===== config.mk =====
export PLATFORM = sky130hd
export DESIGN_NAME = gpio_byte_port
export DESIGN_NICKNAME = d
export VERILOG_FILES = /design/src/rtl/gpio_port_pkg.sv /design/src/rtl/gpio_port_rst_sync.sv /design/src/rtl/gpio_port_decode.sv /design/src/rtl/gpio_port_regs.sv /design/src/rtl/gpio_port_pins.sv /design/src/rtl/gpio_port_rdstage.sv /design/src/rtl/gpio_byte_port.sv
export SDC_FILE = /design/constraint.sdc
export NUM_CORES = 1
export LEC_CHECK = 0
export BUFFER_PORTS_ARGS = -buffer_cell sky130_fd_sc_hd__buf_2
export CORE_UTILIZATION = 38
export CTS_BUF_LIST = sky130_fd_sc_hd__clkbuf_16
export CTS_CLUSTER_DIAMETER = 30
export DETAILED_ROUTE_END_ITERATION = 8
export GPL_ROUTABILITY_DRIVEN = 0
export PLACE_DENSITY = 0.85
export SYNTH_ARGS = -nofsm -noshare
export SYNTH_HDL_FRONTEND = slang
export SYNTH_SLANG_ARGS = --single-unit
export TNS_END_PERCENT = 20

===== constraint.sdc =====
create_clock -name clk -period 1.5 [get_ports clk]
set_clock_uncertainty 0.05 [all_clocks]
set_input_delay 0.15 -clock clk [delete_from_list [all_inputs] [get_ports clk]]
set_output_delay 0.15 -clock clk [all_outputs]
set_load 0.005 [all_outputs]

===== src/rtl/gpio_port_pkg.sv =====
package gpio_port_pkg;

  // Access width code carried on the bus; the port treats all alike.
  typedef enum logic [1:0] {
    SZ_BYTE = 2'b00,
    SZ_WORD = 2'b01,
    SZ_RSVD = 2'b10,
    SZ_LONG = 2'b11
  } bus_size_e;

  // Byte offsets from the port base address.
  localparam int unsigned OFS_OUT = 0;
  localparam int unsigned OFS_DIR = 2;
  localparam int unsigned OFS_IN  = 4;

  // One-hot-or-none selection produced by the address decoder.
  typedef struct packed {
    logic wr_out;
    logic wr_dir;
    logic rd_in;
  } port_sel_t;

endpackage


===== src/rtl/gpio_port_rst_sync.sv =====
module gpio_port_rst_sync #(
  parameter int unsigned STAGES = 2
) (
  input  logic clk,
  input  logic rst_n,
  output logic rst_qn
);

  logic [STAGES-1:0] sync_q;
  logic [STAGES-1:0] sync_d;

  generate
    if (STAGES == 1) begin : g_one
      assign sync_d = 1'b1;
    end else begin : g_chain
      assign sync_d = {sync_q[STAGES-2:0], 1'b1};
    end
  endgenerate

  always_ff @(posedge clk or negedge rst_n) begin
    if (!rst_n) begin
      sync_q <= '0;
    end else begin
      sync_q <= sync_d;
    end
  end

  assign rst_qn = sync_q[STAGES-1];

endmodule


===== src/rtl/gpio_port_decode.sv =====
module gpio_port_decode
  import gpio_port_pkg::*;
#(
  parameter int unsigned ADDR_W    = 32,
  parameter logic [ADDR_W-1:0] BASE_ADDR = 32'h0031_0000
) (
  input  logic              clk,
  input  logic              rst_qn,
  input  logic              bus_en,
  input  logic              bus_rnw,
  input  logic [ADDR_W-1:0] bus_addr,
  output port_sel_t         sel
);

  localparam logic [ADDR_W-1:0] ADDR_OUT = BASE_ADDR + ADDR_W'(OFS_OUT);
  localparam logic [ADDR_W-1:0] ADDR_DIR = BASE_ADDR + ADDR_W'(OFS_DIR);
  localparam logic [ADDR_W-1:0] ADDR_IN  = BASE_ADDR + ADDR_W'(OFS_IN);

  logic hit_out;
  logic hit_dir;
  logic hit_in;

  // Full compare of every address bit, then qualify with strobe and direction.
  always_comb begin
    hit_out    = (bus_addr == ADDR_OUT);
    hit_dir    = (bus_addr == ADDR_DIR);
    hit_in     = (bus_addr == ADDR_IN);
    sel.wr_out = bus_en && !bus_rnw && hit_out;
    sel.wr_dir = bus_en && !bus_rnw && hit_dir;
    sel.rd_in  = bus_en &&  bus_rnw && hit_in;
  end

  a_r7_sel_onehot: assert property (@(posedge clk) disable iff (!rst_qn)
    $onehot0({sel.wr_out, sel.wr_dir, sel.rd_in}));

endmodule


===== src/rtl/gpio_port_regs.sv =====
module gpio_port_regs
  import gpio_port_pkg::*;
#(
  parameter int unsigned PINS = 8
) (
  input  logic            clk,
  input  logic            rst_qn,
  input  port_sel_t       sel,
  input  logic [PINS-1:0] wbyte,
  output logic [PINS-1:0] dir_q,
  output logic [PINS-1:0] out_q
);

  logic [PINS-1:0] dir_d;
  logic [PINS-1:0] out_d;

  // Next-state with explicit enables.
  always_comb begin
    dir_d = dir_q;
    out_d = out_q;
    if (sel.wr_dir) dir_d = wbyte;
    if (sel.wr_out) out_d = wbyte;
  end

  always_ff @(posedge clk or negedge rst_qn) begin
    if (!rst_qn) begin
      dir_q <= '0;
      out_q <= '0;
    end else begin
      dir_q <= dir_d;
      out_q <= out_d;
    end
  end

  // registers move only on their own decoded store.
  a_r8_dir_hold: assert property (@(posedge clk) disable iff (!rst_qn)
    !sel.wr_dir |=> $stable(dir_q));
  a_r8_out_hold: assert property (@(posedge clk) disable iff (!rst_qn)
    !sel.wr_out |=> $stable(out_q));

endmodule


===== src/rtl/gpio_port_pins.sv =====
module gpio_port_pins #(
  parameter int unsigned PINS = 8
) (
  input  logic [PINS-1:0] dir_q,
  input  logic [PINS-1:0] out_q,
  input  logic [PINS-1:0] pad_drive,
  input  logic [PINS-1:0] pad_value,
  output logic [PINS-1:0] pin_oe,
  output logic [PINS-1:0] pin_out,
  output logic [PINS-1:0] pin_level
);

  // One slice per pin: own driver wins, else external source, else pull-up.
  generate
    for (genvar g = 0; g < PINS; g++) begin : g_slice
      assign pin_oe[g]    = dir_q[g];
      assign pin_out[g]   = out_q[g];
      assign pin_level[g] = dir_q[g]     ? out_q[g]     :
                            pad_drive[g] ? pad_value[g] : 1'b1;
    end
  endgenerate

endmodule


===== src/rtl/gpio_port_rdstage.sv =====
module gpio_port_rdstage #(
  parameter int unsigned PINS   = 8,
  parameter int unsigned DATA_W = 32
) (
  input  logic              clk,
  input  logic              rst_qn,
  input  logic              rd_in,
  input  logic [PINS-1:0]   pin_level,
  output logic [DATA_W-1:0] rdata,
  output logic              rvalid
);

  logic [PINS-1:0] lvl_q;
  logic [PINS-1:0] lvl_d;
  logic            vld_q;
  logic            vld_d;

  always_comb begin
    vld_d = rd_in;
    lvl_d = rd_in ? pin_level : '0;
  end

  always_ff @(posedge clk or negedge rst_qn) begin
    if (!rst_qn) begin
      lvl_q <= '0;
      vld_q <= 1'b0;
    end else begin
      lvl_q <= lvl_d;
      vld_q <= vld_d;
    end
  end

  assign rdata  = {{(DATA_W-PINS){1'b0}}, lvl_q};
  assign rvalid = vld_q;

  a_r5_capture: assert property (@(posedge clk) disable iff (!rst_qn)
    rd_in |=> rvalid && (rdata[PINS-1:0] == $past(pin_level)));

endmodule


===== src/rtl/gpio_byte_port.sv =====
module gpio_byte_port
  import gpio_port_pkg::*;
#(
  parameter int unsigned       ADDR_W    = 32,
  parameter int unsigned       DATA_W    = 32,
  parameter int unsigned       PINS      = 8,
  parameter int unsigned       SYNC_STG  = 2,
  parameter logic [ADDR_W-1:0] BASE_ADDR = 32'h0031_0000
) (
  input  logic              clk,
  input  logic              rst_n,
  input  logic              bus_en,
  input  logic              bus_rnw,
  input  logic [1:0]        bus_size,
  input  logic [ADDR_W-1:0] bus_addr,
  input  logic [DATA_W-1:0] bus_wdata,
  output logic [DATA_W-1:0] bus_rdata,
  output logic              bus_rvalid,
  input  logic [PINS-1:0]   pad_drive,
  input  logic [PINS-1:0]   pad_value,
  output logic [PINS-1:0]   pin_oe,
  output logic [PINS-1:0]   pin_out
);

  localparam logic [ADDR_W-1:0] ADDR_OUT = BASE_ADDR + ADDR_W'(OFS_OUT);
  localparam logic [ADDR_W-1:0] ADDR_DIR = BASE_ADDR + ADDR_W'(OFS_DIR);
  localparam logic [ADDR_W-1:0] ADDR_IN  = BASE_ADDR + ADDR_W'(OFS_IN);

  logic            rst_qn;
  port_sel_t       sel;
  logic [PINS-1:0] dir_q;
  logic [PINS-1:0] out_q;
  logic [PINS-1:0] pin_level;
  logic            unused_bits;

  // Width code and upper data lanes carry no meaning for a byte port.
  assign unused_bits = ^{bus_size, bus_wdata[DATA_W-1:PINS]};

  gpio_port_rst_sync #(.STAGES(SYNC_STG)) u_rst (
    .clk    (clk),
    .rst_n  (rst_n),
    .rst_qn (rst_qn)
  );

  gpio_port_decode #(.ADDR_W(ADDR_W), .BASE_ADDR(BASE_ADDR)) u_dec (
    .clk      (clk),
    .rst_qn   (rst_qn),
    .bus_en   (bus_en),
    .bus_rnw  (bus_rnw),
    .bus_addr (bus_addr),
    .sel      (sel)
  );

  gpio_port_regs #(.PINS(PINS)) u_regs (
    .clk    (clk),
    .rst_qn (rst_qn),
    .sel    (sel),
    .wbyte  (bus_wdata[PINS-1:0]),
    .dir_q  (dir_q),
    .out_q  (out_q)
  );

  gpio_port_pins #(.PINS(PINS)) u_pins (
    .dir_q     (dir_q),
    .out_q     (out_q),
    .pad_drive (pad_drive),
    .pad_value (pad_value),
    .pin_oe    (pin_oe),
    .pin_out   (pin_out),
    .pin_level (pin_level)
  );

  gpio_port_rdstage #(.PINS(PINS), .DATA_W(DATA_W)) u_rd (
    .clk       (clk),
    .rst_qn    (rst_qn),
    .rd_in     (sel.rd_in),
    .pin_level (pin_level),
    .rdata     (bus_rdata),
    .rvalid    (bus_rvalid)
  );

  // Port-level properties.
  a_r3_out_store: assert property (@(posedge clk) disable iff (!rst_qn)
    (bus_en && !bus_rnw && bus_addr == ADDR_OUT)
      |=> pin_out == $past(bus_wdata[PINS-1:0]));

  a_r4_dir_store: assert property (@(posedge clk) disable iff (!rst_qn)
    (bus_en && !bus_rnw && bus_addr == ADDR_DIR)
      |=> pin_oe == $past(bus_wdata[PINS-1:0]));

  a_r6_idle_hold: assert property (@(posedge clk) disable iff (!rst_qn)
    !bus_en |=> $stable(pin_oe) && $stable(pin_out));

  a_r10_quiet_bus: assert property (@(posedge clk) disable iff (!rst_qn)
    !(bus_en && bus_rnw && bus_addr == ADDR_IN)
      |=> (bus_rdata == '0) && !bus_rvalid);

  a_r5_echo_driven: assert property (@(posedge clk) disable iff (!rst_qn)
    bus_rvalid |-> ((bus_rdata[PINS-1:0] ^ $past(pin_out)) & $past(pin_oe)) == '0);

endmodule


==> flow_summary_export.csv <==
group,metric,value,unit
logic_synthesis,post_synth_instance_area,0.001351,mm^2
floorplan,core-area,0.003363,mm^2
detailed_routing,drt_drc_violations_left,0,
setup_path,path_buf_inv,2,
detailed_routing,routed_wire_length_per_instance,11.56,um
timing,post-route-period-util,102.1,%
logic_synthesis,synth-seq-cells,27,
floorplan,num_io_pins,135,
logic_synthesis,async_flop_share,100.0,%
setup_path,crit_chain,"buf_6 > nor4_4 > or3b_4 > nor4_4 > buf_6 > mux2_2",
timing,setup_violations,11,
detailed_routing,detailroute.via_count,1128,
cts,clock_pin_slew_reported_for_the_worst_setup_and_hold_paths_after_clock_tree_synthesis,70,ps
logic_synthesis,seq_area_frac_synth,50.00,%
floorplan,floorplan.die_area,0.003798,mm^2
layout,drive_gt1_share,61.29,%
layout,stdcell_area,0.002107,mm^2
floorplan,row_count,21,
detailed_routing,first_drt_pass_iteration_count,4,
logic_synthesis,number_of_flops_mapped_to_enable_cells_by_yosys,0,
timing,slew_viol_final,0,
cts,tritoncts,"built",
setup_path,crit_required,1590,ps
setup_path,endpoint_kind,"flip-flop",
setup_path,critical_path_class,"input pin to flip-flop",
logic_synthesis,synth.avg_cell_area,11.17,um^2
pwr,worst_ir_drop_vdd,0.7110,mV
global_routing,global_route_wire_length_before_repair,4.333,mm
logic_synthesis,post_synthesis_cells,121,
global_routing,globalRouteOverflowTotal,0,
setup_path,cp_data_arrival_time,1630,ps
detailed_routing,detail_route.wirelength,3.041,mm
pwr,leakagePower,1.192,nW
status,violations,"negative setup slack",
cts,cts-buffers-inserted,3,
layout,layout-area-overhead-vs-synth,55.93,%
place,area_post_placement,0.001775,mm^2
place,placement.io_buffers,84,
cts,cts.path.max_buffers,2,
setup_path,worst_path_dominant_cell_family,"simple AND/OR/NAND/NOR gates",
logic_synthesis,synthDominantAreaCellType,"sky130_fd_sc_hd__dfrtp_1",
timing,finalHoldViolations,0,
layout,num-nets-final,304,
floorplan,die_h,61.63,um
cts,clock_latency,250,ps
status,run_status,"finished with violations",
setup_path,critical_path.slowest_cell,"sky130_fd_sc_hd__or3b_4",
layout,n_antenna_cell,0,
cts,cts-root-buf,"sky130_fd_sc_hd__clkbuf_16",
detailed_routing,antenna_left,0,
pwr,cellPowerDensity,712.9,mW/mm^2
place,place_hpwl,2.200,mm
cts,cts_num_sinks,27,
setup_path,startpoint_class_of_the_critical_path,"input pin",
timing,layout_min_cycle_time,1532,ps
timing,rsz0062_at_grt,"yes",
logic_synthesis,yosysWarnings,0,
cts,htree_num_levels,1,
logic_synthesis,postSynth.topFlopCell,"sky130_fd_sc_hd__dfrtp_1",
min_path,timing.hold.worst.class,"input pin to flip-flop",
place,detailedPlace.worstSlack,-436.9,ps
logic_synthesis,ys_top_cells_by_count,"sky130_fd_sc_hd__dfrtp_1 (27), sky130_fd_sc_hd__buf_4 (24), sky130_fd_sc_hd__a21oi_1 (16), sky130_fd_sc_hd__mux2_2 (16)",
floorplan,initial_utilization,40.18,%
detailed_routing,post_drt_via_cell_ratio,4.289,
setup_path,crit_fanout,8,
global_routing,grt_pass1_vias,988,
logic_synthesis,synth_largest_type_area_fraction,50.00,%
floorplan,die_width,61.63,um
global_routing,initial_antenna_violation_count,0,
run,drv.max_cap_violation_count,0,
setup_path,critical_path.max_stage_delay,430,ps
timing,fmax,652.7,MHz
global_routing,pin_count_of_the_biggest_net_entering_global_routing,26,
detailed_routing,dr.first_iter.drc_count,16,
logic_synthesis,synth.lib_cells_used.distinct,19,
logic_synthesis,synth_area_leaders,"sky130_fd_sc_hd__dfrtp_1 (50%), sky130_fd_sc_hd__buf_4 (13%), sky130_fd_sc_hd__mux2_2 (13%)",
logic_synthesis,yosys.cell_count.top_type,"sky130_fd_sc_hd__dfrtp_1",
global_routing,global_route.usage.total,16.03,%
layout,utilization,62.65,%
timing,postLayoutSetupSlackWorst,-32.17,ps
==> per-stage QoR <==
step	power (mW)	setup TNS, ps	hold slack [ps]	cells
after floorplan	0.8394	-6098	-195.6	144
after global placement	0.8783	-9735	-114.1	255
after detailed placement	0.8815	-10130	-113.3	255
after CTS	1.508	-633.0	88.01	262
after global routing	1.570	-1060	89.27	263
final	1.502	-149.5	93.46	263
==> kinds of logic (layout without fill, tap and decap cells) <==
logic type | count (synthesis) | count (layout) | share of synthesized area [%]
buffers and inverters | 34 | 107 | 16.20
other | 2 | 25 | 0.5558
flip-flops | 27 | 27 | 50.00
AO/OA/AOI/OAI | 16 | 16 | 5.926
multiplexers | 16 | 16 | 13.33
AND/OR/NAND/NOR | 26 | 26 | 13.98
==> sequential cells by signal, summed over array words and instances (netlist names) <==
name,cells
u_regs.out_q,8
u_regs.dir_q,8
u_rd.rvalid,1
u_rd.lvl_q,8
u_rst.sync_q,2
==> report_power, final <==
part,internal (mW),total [mW],leakage (nW),switching [mW]
logic,0.0906,0.177,0.782,0.0867
registers,0.731,0.731,0.373,0.000655
clock network,0.361,0.594,0.0371,0.232
==> per-layer routing <==
metal | up-vias | GRT usage, % | part of all wire [%] | routed length, um
met1 | 520 | 19.81 | 41 | 1261
met3 | 2 | 2.731 | 5.4 | 165
li1 | 556 | - | - | -
met5 | - | 0 | 0 | 0
met2 | 50 | 28.88 | 53 | 1597
met4 | 0 | 4.127 | 0.53 | 16
==> placed cells by master (no fill, tap or decap), drive strengths merged, types with 2 or more instances in the layout <==
master	netlist	routed
mux2	16	16
dfrtp	27	27
clkbuf	0	3
conb	2	25
nor4	5	5
inv	9	9
a21oi	16	16
nor2	9	9
nor4b	4	4
nand3	2	2
buf	25	93
==> final cells by class <==
type	instances	area, um^2
Timing Repair Buffer	94	558.0
Multi-Input combinational cell	83	699.4
Inverter	9	33.78
Fill cell	307	1256
Clock inverter	1	7.507
Sequential cell	27	675.6
Clock buffer	3	75.07
Tap cell	46	57.56
==> final timing paths <==
check,from,end,slack [ps],cells after the start
max reg2reg,u_regs.dir_q[2],u_rd.lvl_q[2],590,2
max in group asynchronous,u_rst.sync_q[1],u_regs.out_q[2],990,1
min reg2reg,u_rst.sync_q[1],u_regs.out_q[4],180,1
min,bus_wdata[7],u_regs.dir_q[7],90,2
max,bus_addr[5],u_regs.out_q[6],-30,6
min in group asynchronous,rst_n,u_rst.sync_q[1],160,2
==> repair_timing <==
| action | in CTS | in global routing |
|---|---|---|
| gates resized for setup | 27 | 19 |
| setup buffers | 1 | 1 |
| setup endpoints to repair | 25 | 25 |
| cloned | 1 | 0 |
| hold buffers | 1 | 0 |
| hold endpoints to repair | 2 | 0 |
| pin swaps | 13 | 8 |
(Power assumes the default switching activity.)
